--- src/rtl/ddrw_pkg.sv ---
package ddrw_pkg;

  typedef enum logic [3:0] {
    CMD_DES  = 4'd0,
    CMD_NOP  = 4'd1,
    CMD_ACT  = 4'd2,
    CMD_RD   = 4'd3,
    CMD_WR   = 4'd4,
    CMD_PRE  = 4'd5,
    CMD_PREA = 4'd6,
    CMD_REF  = 4'd7,
    CMD_MRS  = 4'd8,
    CMD_ZQL  = 4'd9,
    CMD_ZQS  = 4'd10,
    CMD_RSVD = 4'd11
  } cmd_e;

  typedef enum logic [3:0] {
    VR_NONE   = 4'd0,
    VR_RSVD   = 4'd1,
    VR_CLOSED = 4'd2,
    VR_OPEN   = 4'd3,
    VR_TRCD   = 4'd4,
    VR_BUSY   = 4'd5,
    VR_CCDL   = 4'd6,
    VR_CCDS   = 4'd7,
    VR_TRP    = 4'd8
  } vr_e;

  // Command table for a selected cycle (act_n low wins over the others).
  function automatic cmd_e decode_cmd(input logic act_n, input logic ras_n,
                                      input logic cas_n, input logic we_n,
                                      input logic a10);
    if (!act_n) return CMD_ACT;
    case ({ras_n, cas_n, we_n})
      3'b111:  return CMD_NOP;
      3'b110:  return a10 ? CMD_ZQL : CMD_ZQS;
      3'b101:  return CMD_RD;
      3'b100:  return CMD_WR;
      3'b010:  return a10 ? CMD_PREA : CMD_PRE;
      3'b001:  return CMD_REF;
      3'b000:  return CMD_MRS;
      default: return CMD_RSVD;
    endcase
  endfunction

  // Countdown preset so that the counter reaches zero exactly v cycles later.
  function automatic int unsigned down_preset(input int unsigned v);
    return (v == 0) ? 0 : v - 1;
  endfunction

  function automatic int unsigned clamp_lat(input int unsigned v,
                                            input int unsigned lo,
                                            input int unsigned hi);
    if (v < lo) return lo;
    if (v > hi) return hi;
    return v;
  endfunction

endpackage

--- src/rtl/ddrw_decode.sv ---
module ddrw_decode
  import ddrw_pkg::*;
#(
  parameter int AW     = 15,
  parameter int BGW    = 2,
  parameter int BAW    = 2,
  parameter int COLW   = 10,
  parameter int AP_BIT = 10,
  parameter int BC_BIT = 12,
  localparam int BKW   = BGW + BAW,
  localparam int ROWW  = AW + 3
) (
  input  logic            cs_n,
  input  logic            act_n,
  input  logic            ras_n,
  input  logic            cas_n,
  input  logic            we_n,
  input  logic [BGW-1:0]  bg,
  input  logic [BAW-1:0]  ba,
  input  logic [AW-1:0]   addr,
  output cmd_e            cmd,
  output logic [BKW-1:0]  bank,
  output logic [ROWW-1:0] rowcol,
  output logic            ap,
  output logic            bc
);

  always_comb begin
    cmd    = CMD_DES;
    bank   = '0;
    rowcol = '0;
    ap     = 1'b0;
    bc     = 1'b0;
    if (!cs_n) begin
      cmd  = decode_cmd(act_n, ras_n, cas_n, we_n, addr[AP_BIT]);
      bank = {bg, ba};
      case (cmd)
        CMD_ACT: rowcol = {ras_n, cas_n, we_n, addr};
        CMD_RD, CMD_WR: begin
          rowcol = ROWW'(addr[COLW-1:0]);
          ap     = addr[AP_BIT];
          bc     = addr[BC_BIT];
        end
        default: ;
      endcase
    end
  end

endmodule

--- src/rtl/ddrw_bank.sv ---
module ddrw_bank
  import ddrw_pkg::*;
#(
  parameter int TW       = 6,
  parameter int BUSY_CLK = 4,
  localparam int BW      = $clog2(BUSY_CLK + 1)
) (
  input  logic          clk,
  input  logic          rst_n,
  input  logic [TW-1:0] cfg_rcd,
  input  logic [TW-1:0] cfg_rp,
  input  logic          act_go,
  input  logic          col_go,
  input  logic          col_ap,
  input  logic          pre_go,
  output logic          is_open,
  output logic          rcd_wait,
  output logic          rp_wait,
  output logic          busy
);

  logic          open_q;
  logic          ap_q;
  logic [TW-1:0] rcd_q;
  logic [TW-1:0] rp_q;
  logic [BW-1:0] busy_q;
  logic          ap_close;   // burst end of an auto-precharged access

  assign ap_close = ap_q && (busy_q == BW'(1));
  assign is_open  = open_q;
  assign rcd_wait = (rcd_q != '0);
  assign rp_wait  = (rp_q != '0);
  assign busy     = (busy_q != '0);

  always_ff @(posedge clk) begin
    if (!rst_n) begin
      open_q <= 1'b0;
      ap_q   <= 1'b0;
      rcd_q  <= '0;
      rp_q   <= '0;
      busy_q <= '0;
    end else begin
      if (rcd_q != '0)  rcd_q  <= rcd_q - 1'b1;
      if (rp_q != '0)   rp_q   <= rp_q - 1'b1;
      if (busy_q != '0) busy_q <= busy_q - 1'b1;
      if (act_go) begin
        open_q <= 1'b1;
        rcd_q  <= TW'(down_preset(int'(cfg_rcd)));
      end
      if (col_go) begin
        busy_q <= BW'(BUSY_CLK - 1);
        ap_q   <= col_ap;
      end
      if (ap_close) begin
        // close happens one cycle before the count starts, hence no preset
        open_q <= 1'b0;
        ap_q   <= 1'b0;
        rp_q   <= cfg_rp;
      end
      if (pre_go) begin
        open_q <= 1'b0;
        ap_q   <= 1'b0;
        rp_q   <= TW'(down_preset(int'(cfg_rp)));
      end
    end
  end

  AST_COL_NEEDS_OPEN: assert property (@(posedge clk) disable iff (!rst_n)
    col_go |-> open_q);
  AST_RCD_RESPECTED: assert property (@(posedge clk) disable iff (!rst_n)
    col_go |-> (rcd_q == '0));
  AST_RP_RESPECTED: assert property (@(posedge clk) disable iff (!rst_n)
    act_go |-> (rp_q == '0 && !open_q));
  AST_AP_PENDING_OPEN: assert property (@(posedge clk) disable iff (!rst_n)
    ap_q |-> open_q);
  AST_NO_COL_WHEN_BUSY: assert property (@(posedge clk) disable iff (!rst_n)
    col_go |-> (busy_q == '0));

endmodule

--- src/rtl/ddrw_spacing.sv ---
module ddrw_spacing #(
  parameter int TW  = 6,
  parameter int BGW = 2,
  localparam int NG = 1 << BGW
) (
  input  logic           clk,
  input  logic           rst_n,
  input  logic           col_go,
  input  logic [BGW-1:0] grp,
  input  logic [TW-1:0]  cfg_l,
  input  logic [TW-1:0]  cfg_s,
  output logic           short_l,
  output logic           short_s
);

  localparam logic [TW-1:0] GAP_MAX = {TW{1'b1}};

  logic [TW-1:0]         gap_all;
  logic [NG-1:0][TW-1:0] gap_g;

  function automatic logic [TW-1:0] sat_inc(input logic [TW-1:0] v);
    return (v == GAP_MAX) ? v : v + 1'b1;
  endfunction

  assign short_l = (gap_g[grp] < cfg_l);
  assign short_s = (gap_all < cfg_s);

  always_ff @(posedge clk) begin
    if (!rst_n) begin
      gap_all <= GAP_MAX;
      for (int g = 0; g < NG; g++) gap_g[g] <= GAP_MAX;
    end else begin
      gap_all <= col_go ? TW'(1) : sat_inc(gap_all);
      for (int g = 0; g < NG; g++)
        gap_g[g] <= (col_go && grp == BGW'(g)) ? TW'(1) : sat_inc(gap_g[g]);
    end
  end

  AST_SAME_GROUP_SPACING: assert property (@(posedge clk) disable iff (!rst_n)
    col_go |-> (gap_g[grp] >= cfg_l));
  AST_ANY_GROUP_SPACING: assert property (@(posedge clk) disable iff (!rst_n)
    col_go |-> (gap_all >= cfg_s));

endmodule

--- src/rtl/ddr_cmd_watch.sv ---
module ddr_cmd_watch
  import ddrw_pkg::*;
#(
  parameter int AW       = 15,
  parameter int BGW      = 2,
  parameter int BAW      = 2,
  parameter int COLW     = 10,
  parameter int TW       = 6,
  parameter int CLW      = 5,
  parameter int CL_MIN   = 10,
  parameter int CL_MAX   = 24,
  parameter int BUSY_CLK = 4,
  parameter int AP_BIT   = 10,
  parameter int BC_BIT   = 12,
  localparam int BKW     = BGW + BAW,
  localparam int NB      = 1 << BKW,
  localparam int ROWW    = AW + 3
) (
  input  logic            clk,
  input  logic            rst_n,
  input  logic [TW-1:0]   cfg_trcd,
  input  logic [TW-1:0]   cfg_trp,
  input  logic [TW-1:0]   cfg_tccd_l,
  input  logic [TW-1:0]   cfg_tccd_s,
  input  logic [CLW-1:0]  cfg_cl,
  input  logic            cs_n,
  input  logic            act_n,
  input  logic            ras_n,
  input  logic            cas_n,
  input  logic            we_n,
  input  logic [BGW-1:0]  bg,
  input  logic [BAW-1:0]  ba,
  input  logic [AW-1:0]   addr,
  output logic [3:0]      cmd_o,
  output logic [BKW-1:0]  bank_o,
  output logic [ROWW-1:0] rowcol_o,
  output logic            ap_o,
  output logic            bc_o,
  output logic            viol_o,
  output logic [3:0]      viol_code_o,
  output logic            rd_due_o
);

  // Timing configuration, sampled while reset is held.
  logic [TW-1:0]  rcd_q, rp_q, ccdl_q, ccds_q;
  logic [CLW-1:0] cl_q;

  always_ff @(posedge clk) begin
    if (!rst_n) begin
      rcd_q  <= cfg_trcd;
      rp_q   <= cfg_trp;
      ccdl_q <= cfg_tccd_l;
      ccds_q <= cfg_tccd_s;
      cl_q   <= CLW'(clamp_lat(int'(cfg_cl), CL_MIN, CL_MAX));
    end
  end

  cmd_e            dec_cmd;
  logic [BKW-1:0]  dec_bank;
  logic [ROWW-1:0] dec_rowcol;
  logic            dec_ap, dec_bc;

  ddrw_decode #(.AW(AW), .BGW(BGW), .BAW(BAW), .COLW(COLW),
                .AP_BIT(AP_BIT), .BC_BIT(BC_BIT)) u_decode (
    .cs_n(cs_n), .act_n(act_n), .ras_n(ras_n), .cas_n(cas_n), .we_n(we_n),
    .bg(bg), .ba(ba), .addr(addr),
    .cmd(dec_cmd), .bank(dec_bank), .rowcol(dec_rowcol), .ap(dec_ap), .bc(dec_bc)
  );

  // Named events for the assertions and the bank trackers.
  logic [NB-1:0] bk_open, bk_rcd, bk_rp, bk_busy;
  logic          is_col, short_l, short_s;
  vr_e           vr;
  logic          accept, act_ok, col_ok, rd_ok, pre_one, pre_all;

  assign is_col = (dec_cmd == CMD_RD) || (dec_cmd == CMD_WR);

  always_comb begin
    vr = VR_NONE;
    case (dec_cmd)
      CMD_RSVD: vr = VR_RSVD;
      CMD_ACT: begin
        if (bk_open[dec_bank])    vr = VR_OPEN;
        else if (bk_rp[dec_bank]) vr = VR_TRP;
      end
      CMD_RD, CMD_WR: begin
        if (!bk_open[dec_bank])     vr = VR_CLOSED;
        else if (bk_rcd[dec_bank])  vr = VR_TRCD;
        else if (bk_busy[dec_bank]) vr = VR_BUSY;
        else if (short_l)           vr = VR_CCDL;
        else if (short_s)           vr = VR_CCDS;
      end
      default: ;
    endcase
  end

  assign accept  = (vr == VR_NONE);
  assign act_ok  = accept && (dec_cmd == CMD_ACT);
  assign col_ok  = accept && is_col;
  assign rd_ok   = accept && (dec_cmd == CMD_RD);
  assign pre_one = (dec_cmd == CMD_PRE);
  assign pre_all = (dec_cmd == CMD_PREA);

  for (genvar i = 0; i < NB; i++) begin : g_bank
    logic hit;
    assign hit = (dec_bank == BKW'(i));
    ddrw_bank #(.TW(TW), .BUSY_CLK(BUSY_CLK)) u_bank (
      .clk(clk), .rst_n(rst_n), .cfg_rcd(rcd_q), .cfg_rp(rp_q),
      .act_go(act_ok && hit), .col_go(col_ok && hit), .col_ap(dec_ap),
      .pre_go(pre_all || (pre_one && hit)),
      .is_open(bk_open[i]), .rcd_wait(bk_rcd[i]), .rp_wait(bk_rp[i]),
      .busy(bk_busy[i])
    );
  end

  ddrw_spacing #(.TW(TW), .BGW(BGW)) u_spacing (
    .clk(clk), .rst_n(rst_n), .col_go(col_ok), .grp(dec_bank[BKW-1 -: BGW]),
    .cfg_l(ccdl_q), .cfg_s(ccds_q), .short_l(short_l), .short_s(short_s)
  );

  // Read-data timeline: bit k set means data is due k cycles from now.
  logic [CL_MAX:0] due_q;

  always_ff @(posedge clk) begin
    if (!rst_n) due_q <= '0;
    else due_q <= (due_q >> 1) | (rd_ok ? ((CL_MAX+1)'(1) << cl_q) : '0);
  end

  assign rd_due_o = due_q[0];

  always_ff @(posedge clk) begin
    if (!rst_n) begin
      cmd_o       <= '0;
      bank_o      <= '0;
      rowcol_o    <= '0;
      ap_o        <= 1'b0;
      bc_o        <= 1'b0;
      viol_o      <= 1'b0;
      viol_code_o <= '0;
    end else begin
      cmd_o       <= dec_cmd;
      bank_o      <= dec_bank;
      rowcol_o    <= dec_rowcol;
      ap_o        <= dec_ap;
      bc_o        <= dec_bc;
      viol_o      <= !accept;
      viol_code_o <= vr;
    end
  end

  AST_DESELECT_QUIET: assert property (@(posedge clk) disable iff (!rst_n)
    $past(cs_n) |-> (cmd_o == CMD_DES && !viol_o));
  AST_FLAG_MATCHES_CODE: assert property (@(posedge clk) disable iff (!rst_n)
    viol_o == (viol_code_o != VR_NONE));

endmodule

--- config.mk ---
export PLATFORM = sky130hd
export DESIGN_NAME = ddr_cmd_watch
export DESIGN_NICKNAME = d
export VERILOG_FILES = /design/src/rtl/ddrw_pkg.sv /design/src/rtl/ddrw_decode.sv /design/src/rtl/ddrw_bank.sv /design/src/rtl/ddrw_spacing.sv /design/src/rtl/ddr_cmd_watch.sv
export SDC_FILE = /design/constraint.sdc
export NUM_CORES = 1
export LEC_CHECK = 0
export BUFFER_PORTS_ARGS = -buffer_cell sky130_fd_sc_hd__buf_4
export CAP_MARGIN = 10
export CORE_ASPECT_RATIO = 0.5
export CORE_UTILIZATION = 25
export DETAILED_ROUTE_END_ITERATION = 12
export HOLD_SLACK_MARGIN = 0.1
export PLACE_DENSITY = 0.5
export SYNTH_ARGS = -nofsm -noshare
export SYNTH_HDL_FRONTEND = slang
export SYNTH_SLANG_ARGS = --single-unit
--- constraint.sdc ---
create_clock -name clk -period 6.2 [get_ports clk]
set_input_delay 0.31 -clock clk [delete_from_list [all_inputs] [get_ports clk]]
set_output_delay 0.31 -clock clk [all_outputs]
set_load 0.02 [all_outputs]
==> results of run 1 <==
## kinds of logic after synthesis
kind of cell               Yosys count
and+or+nand+nor                    999
AOI/OAI and AO/OA                  475
DFF                                389
buffers and inverters              280
xor gates and xnor gates           160
muxes                              150
adders and majority gates          115
## placed cells by master, fill, tap and decap left out, types with 13 or more instances in the layout
master           n
nor3_1         121
xor2_1          49
a21oi_1        142
o31ai_1         23
or3_1           14
clkbuf_16       47
inv_1          138
dlygate4sd3_1   48
a211oi_1        48
nor2_1         252
nand3b_1        45
buf_4          126
and3b_1         19
and2_1          34
nand3_1        126
a311oi_1        18
dfxtp_1        360
a31oi_1         16
nand2b_1        38
nand2_1        227
xnor2_1        111
o211ai_1        25
ha_1           115
o21ai_0        114
edfxtp_1        29
nand4_1         27
nand4_4         13
mux2i_1        144
## metrics by stage
step	area (µm²)	hold WS, ns
6_report	25600	0.182
5_1_grt	25600	0.176
4_1_cts	25600	0.145
3_5_place_dp	23600	0.415
3_3_place_gp	23600	0.405
2_1_floorplan	21800	0.401
## per-layer routing
| metal | vias to the layer above | track usage |
|---|---|---|
| met5 | - | 0 |
| li1 | 9193 | - |
| met2 | 396 | 0.224 |
| met4 | 2 | 0.0619 |
| met1 | 8695 | 0.198 |
| met3 | 117 | 0.0260 |
## power breakdown
part	leakage (nW)	internal (mW)	switching [mW]
registers	3.25	3.27	0.601
clock network	0.745	1.64	1.13
logic	6.52	2.49	2.99
## Yosys cell counts, drive strengths merged (102+ instances only)
cell type / instances
a21oi: 142
clkbuf: 102
dfxtp: 360
ha: 115
inv: 139
mux2i: 144
nand2: 227
nand3: 127
nor2: 258
nor3: 121
o21ai: 120
xnor2: 111
## path summary, 6_finish.rpt
kind / start / end / slack [ns] / depth (start not counted)
setup reg to reg: g_bank[8].u_bank.rp_q[0]$_SDFFE_PN0P_ / g_bank[11].u_bank.rcd_q[2]$_SDFFE_PN0P_ / 2.30 / 9
hold / removal: cfg_cl[1] / cl_q[0]$_SDFFCE_PN0N_ / 0.18 / 4
hold reg to reg: due_q[17]$_SDFF_PN0_ / due_q[16]$_SDFF_PN0_ / 0.42 / 2
setup / recovery: bg[0] / g_bank[11].u_bank.rcd_q[2]$_SDFFE_PN0P_ / 2.23 / 14
## worst reg2reg max path, cell delays in order, from the launching register on
cell and delay [ns]:
dfxtp_1 0.33, inv_1 0.06, ha_1 0.20, nand2_1 0.11
nor3_1 0.81, a222oi_1 0.37, o22ai_4 0.30, o311a_2 0.89
nand4_2 0.45, mux2i_1 0.22
## final cells by class
class | count | share of cell area
sequential | 389 | 0.315
clock buffer | 59 | 0.0489
tap | 1170 | 0.0572
timing repair buffer | 174 | 0.0557
clock inverter | 22 | 0.0102
multi-input combinational | 1899 | 0.492
inverter | 140 | 0.0207
## flip-flops by register name, summed over array words and instances, names as in the netlist
register               flops
bc_o                       1
cl_q                       5
u_spacing.gap_all          6
u_spacing.gap_g           24
rcd_q                      6
ccds_q                     6
g_bank.u_bank.rcd_q       96
viol_o                     1
bank_o                     4
cmd_o                      4
g_bank.u_bank.is_open     16
due_q                     25
rp_q                       6
g_bank.u_bank.busy_q      48
g_bank.u_bank.rp_q        96
ap_o                       1
viol_code_o                4
rowcol_o                  18
ccdl_q                     6
g_bank.u_bank.ap_q        16
## timing repair
item,4_1_cts,5_1_grt
setup endpoints to repair,0,0
hold buffers,48,0
hold endpoints to repair,53,0
==> impl_metrics.ini, run 1 <==
[final_layout]
diodes = 0
drive_gt1_frac = 0.0965
fin_nets = 2819
finish.utilization = 0.297
ff_latch_area_um2 = 8080
syn2layout_area_growth_pct = 17.3
final_cells = 3853
multi_input_comb_area_um2 = 12600
fillers = 9088

[synth]
synth.area.mux_share = 0.0698
synth_top_family_by_area = simple AND/OR/NAND/NOR gates
synth_top_cell_area_share = 0.330
synth_cell_types = 89
synth_xor_area_frac = 0.0642
async_flop_share = 0
synth_area_leaders = dfxtp_1 (33%), mux2i_1 (6.6%), ha_1 (6.6%)
synth_top_flop_cell = dfxtp_1
ys_ff_latch = 389
synth.largest_area_cell = dfxtp_1
syn_inst = 2568
synth_adder_area_share = 0.0659
ys_seq_area_frac = 0.370
syn_nets = 2738
syn_area_um2 = 21800
synth-simple-area-share = 0.237
synth_edf_count = 29
syn_area_per_cell_um2 = 8.50
synth_compound_area_frac = 0.139
yosys_warnings = 0

[floorplanning]
fp.dieArea_um2 = 88600
die_x_um = 420
boundaryPins = 89
die_h_um = 211
start_util = 0.253
rows = 76
coreArea_um2 = 86200

[timing]
clock_skew_ns = 0.0210
finalHoldViolations = 0
rsz0062_at_grt = no
fin_crit_sh = 0.640
finalWorstSetupSlack_ns = 2.23
relSlewSlack = 0.229
setup_viol = 0
worst_pin_slew_ns = 1.15
fmax_mhz = 252
slew_viol_final = 0
period_needed_ns = 3.97
fin_tns_setup_ns = 0

[clocking]
clk_latency_ns = 0.58
cts_tree = built
cts_buffers = 45
cts_sinks = 389
post-cts-setup-buffers = 0
cts-root-buf = clkbuf_16
cts_htree_levels = 2
cts_resized = 0
clk_pin_slew_ns = 0.06
cts_max_path_buffers = 3

[detailed_routing]
m1WireLength_mm = 31.1
finalWirelength_mm = 65.2
viasPerCell = 4.78
drtIter0Drc = 1188
met3_length_mm = 3.32
drc = 0
wl_met2_mm = 28.3
antenna_left = 0
dr.pass1.iters = 5
wire_per_inst_um = 16.9
top_layer = met5
vias = 18403

[grt]
grt_util_all_layers = 0.145
gr-total-overflow = 0
grt_max_degree = 77
antenna_found_initial = 1
first_global_vias = 17567
grt_pass1_wl_mm = 102

[outcome]
outcome = completed

[power_and_ir_drop]
power_leakage_nw = 10.5
ir_drop_mv = 0.193
power_density_nw_per_um2 = 473
power.total_mw = 12.1

[setup_path]
max_stage_delay_ns = 0.68
worst-setup-path-type = input pin to flop
slowest_stage = a21o_4
cp.arrival_ns = 4.38
endpoint_kind = flop
crit_path_frequent_cell = nor2_1
worstPathRequired_ns = 6.62
worst-path-buf-inv = 2
crit_family = compound AO/OA/AOI/OAI gates
crit_chain = dlygate4sd3_1, buf_4, or3_1, o22ai_1, nor2_1, ha_1, o21a_1, o2111ai_1, a31oi_1, a211oi_1, nor2_1, a21o_4, nand4_2, mux2i_1
worstSetupStartpointType = input pin
crit_path_max_fanout = 41

[worst_hold_path]
hold_path.class = input pin to flop

[placement]
dpl.hpwl_mm = 44.1
port_buffers = 88
gp_congestion = 0.881
pre_cts_slack_ns = 2.17
dp.cells = 3724

[flow_run]
drv_cap = 0
No activity file was read; power rests on OpenSTA's default activity.
==> inputs of run 2 (changes only) <==
- PLACE_DENSITY: 0.5 -> 0.51
- clock period: 6.2 -> 3.4 ns (I/O delays scaled with it)
==> run 2 against run 1 <==
Against the previous run: die area stayed put; cell area is 2.6% higher; final cell count grew 2.1%; core utilization increased by 0.76 points; routed wire length grew 1.1%; worst hold slack better by 0.027 ns; sequential share of layout area shrank 0.79 points; first-iteration DRC count is 13% lower; power up 81%; clock power rose by 69%; sequential power rose by 83%; setup slack worse by 2.0 ns.
==> impl_metrics.ini, run 2 (synthesis gave the netlist of run 1 again) <==
[placement]
dpl.hpwl_mm = 46.5
pre_cts_slack_ns = 0.119
gp_congestion = 0.893
port_buffers = 88

[power_and_ir_drop]
power_density_nw_per_um2 = 837
clockPowerShare = 0.213
switching_share = 0.388
intPower_mw = 13.4
power_frac_seq = 0.322
power_leakage_nw = 10.9
ir_drop_mv = 0.322
combPwrFrac = 0.465
p_switching_mw = 8.53

[floorplanning]
rows = 76
coreArea_um2 = 86200
fp.dieArea_um2 = 88600
die_x_um = 420
die_h_um = 211
start_util = 0.253
boundaryPins = 89

[flow_run]
drv_cap = 0

[timing]
fmax_mhz = 312
clock_skew_ns = 0.0140
finalWorstSetupSlack_ns = 0.199
period_needed_ns = 3.20
rsz0062_at_grt = no
worst_pin_slew_ns = 1.07
fin_crit_sh = 0.942
finalHoldViolations = 0
slew_viol_final = 0
fin_tns_setup_ns = 0
relSlewSlack = 0.281
setup_viol = 0

[setup_path]
crit_chain = dlygate4sd3_1, buf_4, nand2b_1, or2_2, o22ai_1, nor2_1, ha_1, o21a_1, o2111ai_1, a31oi_1, a211oi_2, or2_2, mux2_4, or2_4, o31ai_1
worst-path-buf-inv = 2
crit_cells = 15
worst-setup-path-type = input pin to flop
cp.arrival_ns = 3.68
crit_path_max_fanout = 11
rr_worst_depth = 10
slowest_stage = dlygate4sd3_1
max_stage_delay_ns = 0.58
worstSetupStartpointType = input pin
crit_family = simple AND/OR/NAND/NOR gates
endpoint_kind = flop
worstPathRequired_ns = 3.88
crit_path_frequent_cell = or2_2

[grt]
grt_max_degree = 134
gr-total-overflow = 0
grt_pass1_wl_mm = 102
grt_util_all_layers = 0.147
first_global_vias = 17948
antenna_found_initial = 0

[clocking]
cts_buffers = 44
post-cts-setup-buffers = 0
cts_max_path_buffers = 3
clk_pin_slew_ns = 0.06
cts_htree_levels = 2
clk_latency_ns = 0.58
cts_tree = built
cts_sinks = 389
cts-root-buf = clkbuf_16

[worst_hold_path]
hold_path.class = input pin to flop
hold_depth = 3

[outcome]
outcome = completed

[detailed_routing]
top_layer = met4
drc = 0
vias = 18752
finalWirelength_mm = 65.9
drtIter0Drc = 1031
viasPerCell = 4.77
dr.pass1.iters = 7
wl_met2_mm = 30.2
antenna_left = 0
m1WireLength_mm = 30.9
met3_length_mm = 3.01
wire_per_inst_um = 16.8

[final_layout]
diodes = 0
drive_gt1_frac = 0.121
largest_registers = g_bank.u_bank.rcd_q (96), g_bank.u_bank.rp_q (96), g_bank.u_bank.busy_q (48)
final_common_cell = dfxtp_1
fin_nets = 2901
syn2layout_area_growth_pct = 20.3
final_cell_mix = dfxtp_1 (360), nor2_1 (254), nand2_1 (227), buf_4 (194), mux2i_1 (144)
fillers = 9082
ff_latch_area_um2 = 8080
multi_input_comb_area_um2 = 12600
==> run 2: final timing paths <==
check,slack (ns),end,from
setup / recovery,0.20,due_q[23]$_SDFF_PN0_,bg[0]
hold / removal,0.21,bank_o[0]$_SDFF_PN0_,ba[0]
setup reg to reg,0.25,due_q[23]$_SDFF_PN0_,g_bank[7].u_bank.busy_q[0]$_SDFFE_PN0P_
hold reg to reg,0.43,due_q[2]$_SDFF_PN0_,due_q[3]$_SDFF_PN0_
==> run 2: repair_timing <==
item / CTS / global route
endpoints found under the hold margin: 70 / 0
gates resized for setup: 0 / 10
hold buffers: 53 / 0
endpoints found under the setup margin: 0 / 193
==> run 2: layer usage <==
layer	global-route usage	vias up
met5	0	-
met4	0.0478	0
met3	0.0205	92
met2	0.244	348
met1	0.197	8968
li1	-	9344
==> run 2: layout make-up <==
type | instances | area share
inverter | 140 | 0.0202
tap | 1170 | 0.0558
clock buffer | 64 | 0.0487
sequential | 389 | 0.308
multi-input combinational | 1900 | 0.481
clock inverter | 16 | 0.00438
timing repair buffer | 256 | 0.0825
==> run 2: power groups by stage <==
stage / logic, mW / registers, mW / clock network (mW)
global placement: 9.88 / 7.14 / 0
detailed placement: 10.1 / 7.14 / 0
finish: 10.2 / 7.08 / 4.68
CTS: 10.2 / 7.07 / 4.82
global route: 11.6 / 7.26 / 4.98
floorplan: 7.95 / 6.87 / 0
==> run 2: tightest hold or removal path, stage by stage <==
cell    delay [ns]
buf_4         0.22
buf_4         0.21
and2_1        0.13
==> run 2: through the flow <==
| stage | instances | utilization | area [µm²] | total power, mW | hold slack (ns) |
|---|---|---|---|---|---|
| CTS | 3934 | 0.304 | 26200 | 22.1 | 0.178 |
| finish | 3935 | 0.304 | 26300 | 22.0 | 0.209 |
| global route | 3935 | 0.304 | 26300 | 23.8 | 0.209 |
| floorplan | 2568 | - | 21800 | 14.8 | 0.269 |
| detailed placement | 3801 | 0.282 | 24300 | 17.2 | 0.349 |
| global placement | 3801 | 0.282 | 24300 | 17.0 | 0.349 |
==> inputs of run 3 (changes only) <==
--- a/config.mk
+++ b/config.mk
@@ -9,3 +9,2 @@
 export CAP_MARGIN = 10
-export CORE_ASPECT_RATIO = 0.5
 export CORE_UTILIZATION = 25
==> constraint.sdc (replaced) <==
create_clock -name clk -period 3.4 [get_ports clk]
set_input_delay 0.34 -clock clk [delete_from_list [all_inputs] [get_ports clk]]
set_output_delay 0.34 -clock clk [all_outputs]
set_load 0.02 [all_outputs]
==> run 3 against run 2 <==
Against the previous run: clock power is 15% higher; fmax rose by 0.45%; flip-flop and latch count unchanged; first-iteration DRC count rose by 17%; core utilization rose by 0.12 points; final cell count fell by 0.10%; sequential share of layout area down 0.25 points; via count fell by 1.4%; critical endpoint is now g_bank[2].u_bank.rcd_q[3]$_SDFFE_PN0P_; die area about the same.
==> impl_metrics.ini, run 3 (synthesis gave the netlist of run 1 again) <==
[outcome]
outcome = completed

[timing]
setup_viol = 0
clock_skew_ns = 0.0407
worst_pin_slew_ns = 1.01
fmax_mhz = 314
slew_viol_final = 0
rsz0062_at_grt = no
finalHoldViolations = 0
relSlewSlack = 0.323
finalWorstSetupSlack_ns = 0.213
fin_crit_sh = 0.937
period_needed_ns = 3.19

[placement]
pre_cts_slack_ns = -0.119
placed_area_um2 = 24300
dpl.hpwl_mm = 45.8
port_buffers = 88
gp_congestion = 0.817

[clocking]
clk_latency_ns = 0.61
cts_sinks = 389
cts_tree = built
cts_resized = 0
cts_buffers = 46
cts_htree_levels = 2
cts-root-buf = clkbuf_16
cts_max_path_buffers = 3
clk_pin_slew_ns = 0.06

[worst_hold_path]
hold_path.class = input pin to flop

[grt]
met3_usage = 0.0191
grt-busiest-layer = met2
grtUsageMet2 = 0.238
grt_util_all_layers = 0.147
gr-total-overflow = 0
grt_pass1_wl_mm = 103
antenna_found_initial = 1
first_global_vias = 17664
grt_max_degree = 167
grtUsageMet1 = 0.202

[detailed_routing]
finalWirelength_mm = 66.5
drc = 0
dr.pass1.iters = 5
drtIter0Drc = 1203
viasPerCell = 4.70
antenna_left = 0
vias = 18489
wire_per_inst_um = 16.9

[floorplanning]
die_h_um = 297
coreArea_um2 = 86600
rows = 108
start_util = 0.252
boundaryPins = 89
die_x_um = 297
fp.dieArea_um2 = 88500

[final_layout]
largest_registers = g_bank.u_bank.rcd_q (96), g_bank.u_bank.rp_q (96), g_bank.u_bank.busy_q (48)
fin_area_um2 = 26500
drive_gt1_frac = 0.125
syn2layout_area_growth_pct = 21.3
final_common_cell = dfxtp_1
final_cell_mix = dfxtp_1 (360), nor2_1 (256), nand2_1 (227), buf_4 (205), mux2i_1 (144)
fin_nets = 2908

[setup_path]
reg2reg_slack_ns = 0.21
worstPathRequired_ns = 3.83
crit_path_max_fanout = 8
worstSetupStartpointType = flop
endpoint_kind = flop
cp.arrival_ns = 3.61
worst-setup-path-type = flop to flop

[flow_run]
drv_cap = 0

[power_and_ir_drop]
intPower_mw = 14.0
combPwrFrac = 0.450
power_leakage_nw = 11.0
ir_drop_mv = 0.372
clockPowerShare = 0.237
switching_share = 0.381
p_switching_mw = 8.62
power_density_nw_per_um2 = 855
power_frac_seq = 0.313
## run 3: power by group through the flow
stage	sequential, mW	clock, mW	combinational, mW
after global routing	7.27	5.67	11.6
after floorplan	6.87	0	7.96
after CTS	7.06	5.51	10.2
final	7.08	5.37	10.2
after global placement	7.16	0	10.0
after detailed placement	7.13	0	10.1
## run 3: worst paths after layout
check                           cells past startpoint                                    start                                     end
worst max-delay path                               11  g_bank[5].u_bank.busy_q[0]$_SDFFE_PN0P_  g_bank[2].u_bank.rcd_q[3]$_SDFFE_PN0P_
worst min-delay path                                3                                 addr[10]     g_bank[13].u_bank.ap_q$_SDFFE_PP0P_
worst min register to register                      2                      due_q[7]$_SDFF_PN0_                     due_q[6]$_SDFF_PN0_
worst max register to register                     11  g_bank[5].u_bank.busy_q[0]$_SDFFE_PN0P_  g_bank[2].u_bank.rcd_q[3]$_SDFFE_PN0P_
## run 3: worst max-delay path: stages, from the launching register on
cell and delay, ns:
dfxtp_1 0.31, inv_1 0.11, ha_1 0.18, nand2b_1 0.15, mux4_2 0.50, and3_1 0.22
nor4_4 0.29, o211a_4 0.27, a21o_2 0.39, buf_4 0.24, nand4_4 0.20, mux2i_1 0.17
## run 3: final cells by class
cell class	count	area, µm²
Fill cell	9121	60100
Multi-Input combinational cell	1899	12600
Sequential cell	389	8080
Timing Repair Buffer	262	2190
Tap cell	1155	1450
Clock buffer	73	1410
Inverter	140	531
Clock inverter	12	229
Antenna cell	1	2.50
## run 3: metrics by stage
stage | hold slack [ns] | TNS, ns | std cells | total power [mW] | utilization
6_report | 0.164 | 0 | 3931 | 22.6 | 0.306
5_1_grt | 0.155 | 0 | 3930 | 24.5 | 0.306
4_1_cts | 0.121 | 0 | 3930 | 22.8 | 0.306
3_5_place_dp | 0.413 | -6.73 | 3797 | 17.2 | 0.281
3_3_place_gp | 0.406 | -6.80 | 3797 | 17.2 | 0.281
2_1_floorplan | 0.401 | 0 | 2568 | 14.8 | -
## run 3: timing repair
item / in CTS / in global routing
hold buffers: 48 / 0
endpoints found under the hold margin: 56 / 0
buffers inserted: 0 / 0
## run 3: metal layers
layer  vias to the layer above  routed length [µm]
met5                         -                  12
met4                         2                1560
met3                        90                2560
met2                       299               30400
met1                      8739               32000
li1                       9359                   -
